### src/rtl/dma2p_pkg.sv
package dma2p_pkg;

    localparam int          REG_AW   = 4;
    localparam logic [3:0]  OFS_CFG  = 4'h0;
    localparam int          OFS_BASE = 4;
    localparam logic [3:0]  OFS_IEN  = 4'h8;
    localparam logic [3:0]  OFS_STA  = 4'hC;

    // settings: bit2 memory select, bit1 internal select, bit0 read direction
    typedef struct packed {
        logic mem_sel;
        logic int_sel;
        logic rd_dir;
    } cfg_t;

    // status / enable: bit2 error, bit1 memory done, bit0 internal done
    typedef struct packed {
        logic err;
        logic mem_done;
        logic int_done;
    } evt_t;

    typedef enum logic [1:0] {
        MODE_FL_TO_BUF,
        MODE_BUF_TO_FL,
        MODE_BUF_TO_MEM,
        MODE_MEM_TO_BUF
    } mode_e;

    typedef enum logic [1:0] {
        ST_IDLE,
        ST_RUN,
        ST_FIN
    } eng_st_e;

    function automatic logic cfg_starts(cfg_t c);
        return c.mem_sel ^ c.int_sel;
    endfunction

    function automatic mode_e cfg_mode(cfg_t c);
        if (c.int_sel)
            return c.rd_dir ? MODE_FL_TO_BUF : MODE_BUF_TO_FL;
        return c.rd_dir ? MODE_BUF_TO_MEM : MODE_MEM_TO_BUF;
    endfunction

    function automatic logic mode_is_mem(mode_e m);
        return (m == MODE_BUF_TO_MEM) || (m == MODE_MEM_TO_BUF);
    endfunction

endpackage

### src/rtl/dma2p_page_buf.sv
module dma2p_page_buf #(
    parameter int DEPTH = 512,
    parameter int WIDTH = 8
) (
    input  logic                     clk,
    input  logic                     we,
    input  logic [$clog2(DEPTH)-1:0] waddr,
    input  logic [WIDTH-1:0]         wdata,
    input  logic [$clog2(DEPTH)-1:0] raddr,
    output logic [WIDTH-1:0]         rdata
);
    logic [WIDTH-1:0] mem_q [DEPTH];

    always_ff @(posedge clk) begin
        if (we)
            mem_q[waddr] <= wdata;
    end

    assign rdata = mem_q[raddr];
endmodule

### src/rtl/dma2p_engine.sv
module dma2p_engine
    import dma2p_pkg::*;
#(
    parameter int PAGE_BYTES = 512
) (
    input  logic                          clk,
    input  logic                          rst,
    input  logic                          cfg_wr,
    input  cfg_t                          cfg_in,
    input  logic                          fl_in_valid,
    input  logic                          fl_out_ready,
    input  logic                          mem_ack,
    input  logic                          mem_err,
    output mode_e                         mode,
    output logic                          running,
    output logic [$clog2(PAGE_BYTES)-1:0] idx,
    output logic                          xfer,
    output evt_t                          evt
);
    localparam int IDX_W = $clog2(PAGE_BYTES);
    localparam logic [IDX_W-1:0] LAST_IDX = IDX_W'(PAGE_BYTES - 1);

    eng_st_e          st_q;
    mode_e            mode_q;
    logic [IDX_W-1:0] idx_q;
    logic             hs;
    logic             abort;
    logic             is_mem;

    assign is_mem  = mode_is_mem(mode_q);
    assign running = (st_q == ST_RUN);

    always_comb begin
        unique case (mode_q)
            MODE_FL_TO_BUF: hs = fl_in_valid;
            MODE_BUF_TO_FL: hs = fl_out_ready;
            default:        hs = mem_ack & ~mem_err;
        endcase
    end

    assign xfer  = running & hs & ~cfg_wr;
    assign abort = running & is_mem & mem_ack & mem_err & ~cfg_wr;

    always_ff @(posedge clk) begin
        if (rst) begin
            st_q   <= ST_IDLE;
            mode_q <= MODE_FL_TO_BUF;
            idx_q  <= '0;
        end else if (cfg_wr) begin
            idx_q  <= '0;
            mode_q <= cfg_mode(cfg_in);
            st_q   <= cfg_starts(cfg_in) ? ST_RUN : ST_IDLE;
        end else begin
            unique case (st_q)
                ST_RUN: begin
                    if (abort)
                        st_q <= ST_IDLE;
                    else if (xfer) begin
                        if (idx_q == LAST_IDX)
                            st_q <= ST_FIN;
                        else
                            idx_q <= idx_q + 1'b1;
                    end
                end
                ST_FIN:  st_q <= ST_IDLE;
                default: st_q <= ST_IDLE;
            endcase
        end
    end

    always_comb begin
        evt          = '0;
        evt.int_done = (st_q == ST_FIN) & ~is_mem & ~cfg_wr;
        evt.mem_done = (st_q == ST_FIN) &  is_mem & ~cfg_wr;
        evt.err      = abort;
    end

    assign mode = mode_q;
    assign idx  = idx_q;
endmodule

### src/rtl/dma2p_regs.sv
module dma2p_regs
    import dma2p_pkg::*;
#(
    parameter int MEM_AW = 32
) (
    input  logic              clk,
    input  logic              rst,
    input  logic              reg_we,
    input  logic [REG_AW-1:0] reg_addr,
    input  logic [7:0]        reg_wdata,
    input  evt_t              evt,
    output logic              cfg_wr,
    output cfg_t              cfg_q,
    output logic [MEM_AW-1:0] base_q,
    output evt_t              ien_q,
    output evt_t              sta_q,
    output logic [7:0]        rdata,
    output logic              irq
);
    localparam int ABYTES = MEM_AW / 8;

    evt_t clr_mask;

    assign cfg_wr   = reg_we && (reg_addr == OFS_CFG);
    assign clr_mask = (reg_we && (reg_addr == OFS_STA)) ? evt_t'(reg_wdata[2:0]) : '0;

    always_ff @(posedge clk) begin
        if (rst) begin
            cfg_q <= '0;
            ien_q <= '0;
            sta_q <= '0;
        end else begin
            if (cfg_wr)
                cfg_q <= cfg_t'(reg_wdata[2:0]);
            if (reg_we && (reg_addr == OFS_IEN))
                ien_q <= evt_t'(reg_wdata[2:0]);
            sta_q <= (sta_q & ~clr_mask) | evt;
        end
    end

    for (genvar k = 0; k < ABYTES; k++) begin : g_base
        always_ff @(posedge clk) begin
            if (rst)
                base_q[k*8 +: 8] <= '0;
            else if (reg_we && (reg_addr == REG_AW'(OFS_BASE + k)))
                base_q[k*8 +: 8] <= reg_wdata;
        end
    end

    always_comb begin
        rdata = '0;
        if (reg_addr == OFS_CFG)
            rdata = {5'b0, cfg_q};
        else if (reg_addr == OFS_IEN)
            rdata = {5'b0, ien_q};
        else if (reg_addr == OFS_STA)
            rdata = {5'b0, sta_q};
        else begin
            for (int k = 0; k < ABYTES; k++) begin
                if (reg_addr == REG_AW'(OFS_BASE + k))
                    rdata = base_q[k*8 +: 8];
            end
        end
    end

    assign irq = |(sta_q & ien_q);
endmodule

### src/rtl/dma2p_seq.sv
module dma2p_seq
    import dma2p_pkg::*;
#(
    parameter int PAGE_BYTES = 512,
    parameter int MEM_AW     = 32
) (
    input  logic              clk,
    input  logic              rst,
    input  logic              reg_we,
    input  logic [3:0]        reg_addr,
    input  logic [7:0]        reg_wdata,
    output logic [7:0]        reg_rdata,
    output logic              irq,
    output logic              mem_req,
    output logic              mem_we,
    output logic [MEM_AW-1:0] mem_addr,
    output logic [7:0]        mem_wdata,
    input  logic              mem_ack,
    input  logic              mem_err,
    input  logic [7:0]        mem_rdata,
    input  logic              fl_in_valid,
    input  logic [7:0]        fl_in_data,
    output logic              fl_in_ready,
    output logic              fl_out_valid,
    output logic [7:0]        fl_out_data,
    input  logic              fl_out_ready
);
    localparam int IDX_W = $clog2(PAGE_BYTES);

    logic              cfg_wr;
    cfg_t              cfg_q;
    logic [MEM_AW-1:0] base_q;
    evt_t              ien_q;
    evt_t              sta_q;
    evt_t              evt;
    mode_e             mode;
    logic              running;
    logic [IDX_W-1:0]  idx;
    logic              xfer;
    logic              buf_we;
    logic [7:0]        buf_wdata;
    logic [7:0]        buf_rdata;

    dma2p_regs #(.MEM_AW(MEM_AW)) u_regs (
        .clk      (clk),
        .rst      (rst),
        .reg_we   (reg_we),
        .reg_addr (reg_addr),
        .reg_wdata(reg_wdata),
        .evt      (evt),
        .cfg_wr   (cfg_wr),
        .cfg_q    (cfg_q),
        .base_q   (base_q),
        .ien_q    (ien_q),
        .sta_q    (sta_q),
        .rdata    (reg_rdata),
        .irq      (irq)
    );

    dma2p_engine #(.PAGE_BYTES(PAGE_BYTES)) u_eng (
        .clk         (clk),
        .rst         (rst),
        .cfg_wr      (cfg_wr),
        .cfg_in      (cfg_t'(reg_wdata[2:0])),
        .fl_in_valid (fl_in_valid),
        .fl_out_ready(fl_out_ready),
        .mem_ack     (mem_ack),
        .mem_err     (mem_err),
        .mode        (mode),
        .running     (running),
        .idx         (idx),
        .xfer        (xfer),
        .evt         (evt)
    );

    assign buf_we    = xfer && ((mode == MODE_FL_TO_BUF) || (mode == MODE_MEM_TO_BUF));
    assign buf_wdata = (mode == MODE_FL_TO_BUF) ? fl_in_data : mem_rdata;

    dma2p_page_buf #(.DEPTH(PAGE_BYTES), .WIDTH(8)) u_buf (
        .clk  (clk),
        .we   (buf_we),
        .waddr(idx),
        .wdata(buf_wdata),
        .raddr(idx),
        .rdata(buf_rdata)
    );

    assign fl_in_ready  = running && (mode == MODE_FL_TO_BUF);
    assign fl_out_valid = running && (mode == MODE_BUF_TO_FL);
    assign fl_out_data  = buf_rdata;
    assign mem_req      = running && mode_is_mem(mode);
    assign mem_we       = (mode == MODE_BUF_TO_MEM);
    assign mem_addr     = base_q + MEM_AW'(idx);
    assign mem_wdata    = buf_rdata;
endmodule

### config.mk
export PLATFORM = sky130hd
export DESIGN_NAME = dma2p_seq
export DESIGN_NICKNAME = d
export VERILOG_FILES = /design/src/rtl/dma2p_pkg.sv /design/src/rtl/dma2p_page_buf.sv /design/src/rtl/dma2p_engine.sv /design/src/rtl/dma2p_regs.sv /design/src/rtl/dma2p_seq.sv
export SDC_FILE = /design/constraint.sdc
export NUM_CORES = 2
export LEC_CHECK = 0
export CAP_MARGIN = 20
export CORE_ASPECT_RATIO = 2
export CORE_UTILIZATION = 30
export CTS_CLUSTER_SIZE = 12
export DETAILED_ROUTE_END_ITERATION = 7
export PLACE_DENSITY_LB_ADDON = 0.1
export SYNTH_ARGS = -nofsm -noshare
export SYNTH_HDL_FRONTEND = slang
export SYNTH_SLANG_ARGS = --single-unit
### constraint.sdc
create_clock -name clk -period 7.46 [get_ports clk]
set_clock_uncertainty 0.1 [all_clocks]
set_input_delay 1.492 -clock clk [delete_from_list [all_inputs] [get_ports clk]]
set_output_delay 1.492 -clock clk [all_outputs]
set_load 0.005 [all_outputs]
==> metrics.cfg <==
[status]
status = completed

[setup_path]
cpPeakStageDelay_ns = 0.74
cp_common_cell = buf_4
cp_cell_sequence = inv_8 -> nand2_4 -> buf_12 -> o22a_1 -> o21ai_0 -> a221oi_2 -> buf_4 -> nor4_1 -> buf_4 -> a22oi_1 -> and3_1 -> clkdlybuf4s50_1
crit_path_start_kind = flip-flop
r2r_start = u_eng.mode[0]$_SDFFE_PP0P_
worstSetupPathType = flip-flop to output pin
crit_fanout = 39
crit_required_ns = 5.87
critPathCaptureType = output pin
cp_slowest_cell = dfxtp_4
rr_worst_depth = 9
arrival_ns = 5.80

[synthesis]
synth_compound_area_frac = 0.0259
ys_types = 62
synth_adder_area_share = 0.00151
synthArstFlopShare = 0
synth_xor_area_frac = 0.00200
synthesis.nets = 7614
syn_inst = 7560
synth.area.mux_share = 0.163
synth-seq-cells = 4159
netlist_area_um2 = 162000
synth_top_cell_area_share = 0.759
yosys.area_share.simple = 0.0245
syn_area_per_cell_um2 = 21.4
synth_area_leaders = edfxtp_1 (76%), mux4_2 (14%), nor2_1 (1.4%), mux2i_1 (1.1%), mux2_2 (0.81%)
yosys.area.top_type = edfxtp_1
synth-edff-count = 4096
yosysWarnings = 0
synth_top_family_by_area = multiplexers
ys_seq_area_frac = 0.767
synthFlopType = edfxtp_1

[cts]
cts.reportedPaths.clkPinSlew_ns = 0.06
clock-sinks = 4159
cts_tree = yes
cts_max_level = 5
postCtsHoldBufs = 0
cts_root_buffer = clkbuf_16
clock_latency_ns = 0.96
cts_buffers = 398
cts_buffer_depth = 4

[drt]
avgViaCountPerCell = 5.05
drtIter0Drc = 5367
num_vias = 76900
drtPass1Iterations = 5
routedWlPerCell_um = 33.6
drc = 0
ant_nets = 0
wl_mm = 511

[finish]
areaGrowthSynthToFinish_pct = 14.0
design_area_um2 = 185000
final_cell_mix = edfxtp_1 (4096), mux4_2 (1032), nor2_1 (600)
layout_commonest_cell = edfxtp_1
final_core_util = 0.343
fin_nets = 7992
drive_gt1_frac = 0.251
fin_cells = 15200

[grt]
grt_max_degree = 186
first_global_vias = 84600
grt-ovfl-total = 0
antenna_found_initial = 18
gr-usage-all-layers = 0.187
grt_pass1_wl_mm = 709

[job]
max-cap-violations = 0

[floorplan]
dieArea_um2 = 543000
die_y_mm = 1.04
io_pins = 96
core_um2 = 538000
num_rows = 381
initial_core_util = 0.301
die_w_um = 522

[placed_design]
dp_cells = 14600
port-buffer-count = 95
hpwlAfterDp_mm = 325
gp_congestion = 0.799
placed_cell_area_um2 = 173000
dp_worst_setup_slack_ns = 0.135

[hold_path]
hold_depth = 2
hp-start = u_regs.cfg_q[2]$_SDFFE_PP0P_
hp-class = flip-flop to flip-flop

[sta]
timing.fmax_mhz = 135
setup_viol = 0
rsz0062_at_grt = no
finalCritPeriodShare = 0.991
max_slew_margin = 0.182
worstMarginPinSlew_ns = 1.23
timing.final.ws_setup_ns = 0.0704
final_hold_viol_count = 0
fin_crit_ns = 7.39
drv_slew = 0
hold_ws_ns = 0.368

[power]
irDropWorstVdd_uv = 183
powerDensity_nw_per_um2 = 245
p_leak_nw = 54.8

## timing repair
item	4_1_cts	5_1_grt
setup endpoints to repair	16	0
setup buffers	4	0
gates resized for setup	31	0
endpoints found under the hold margin	0	0
## power breakdown
group	switching, mW	internal, mW
combinational	0.630	0.136
sequential	0.00468	25.8
clock	8.76	9.95
total	9.40	35.9
## kinds of logic (layout without fill, tap and decap cells)
logic type	Yosys count	in the layout
DFF	4159	4159
muxes	1326	1326
and+or+nand+nor	941	941
AOI/OAI and AO/OA	574	574
buffers and inverters	504	1066
xor gates and xnor gates	37	37
adders and majority gates	19	19
other	0	5
## sequential cells by signal (all words and copies together) (netlist names), named ones only
name           count
u_regs.base_q     32
u_buf.mem_q     4096
u_regs.sta_q       3
u_eng.st_q         2
u_eng.idx          9
u_regs.cfg_q       3
u_regs.ien_q       3
u_eng.mode         2
## worst paths after layout
path              slack, ns                             to
setup / recovery       0.07                 fl_out_data[1]
hold / removal         0.37   u_regs.cfg_q[2]$_SDFFE_PP0P_
hold reg to reg        0.37   u_regs.cfg_q[2]$_SDFFE_PP0P_
setup reg to reg       2.16  u_buf.mem_q[161][6]$_DFFE_PP_
## routing by layer
layer	vias up	part of all wire	track usage
li1	32200	-	-
met1	42600	0.37	0.207
met2	1558	0.57	0.371
met3	532	0.029	0.0175
met4	0	0.031	0.0555
met5	-	0	0
## through the flow
step	setup TNS (ns)	power, mW
2_1_floorplan	0	26.7
3_5_place_dp	0	27.1
6_report	0	45.3
5_1_grt	0	46.5
3_3_place_gp	-0.839	27.0
4_1_cts	0	45.8
## worst max-delay path, delay by kind of cell (launching register included)
kind	cells	cell delay, ns
DFF	1	0.74
and+or+nand+nor	3	0.84
buffers and inverters	5	1.53
AOI/OAI and AO/OA	4	1.59
## synthesized netlist by cell type (all sizes together) (58+ instances only)
library cell,count
edfxtp,4096
mux4,1032
nor2,604
buf,259
clkbuf,231
mux2i,178
nand2,158
o21ai,135
mux2,116
o221ai,109
o22a,88
a221oi,81
dfxtp,63
a21oi,58
## final cells by class
cell class / instances / area (µm²)
Antenna cell: 5 / 12.5
Clock buffer: 527 / 10600
Clock inverter: 57 / 547
Fill cell: 50500 / 353000
Inverter: 14 / 60.1
Multi-Input combinational cell: 2897 / 35600
Sequential cell: 4159 / 124000
Tap cell: 7085 / 8860
Timing Repair Buffer: 468 / 4600
Power figures use the tool's default switching activity.
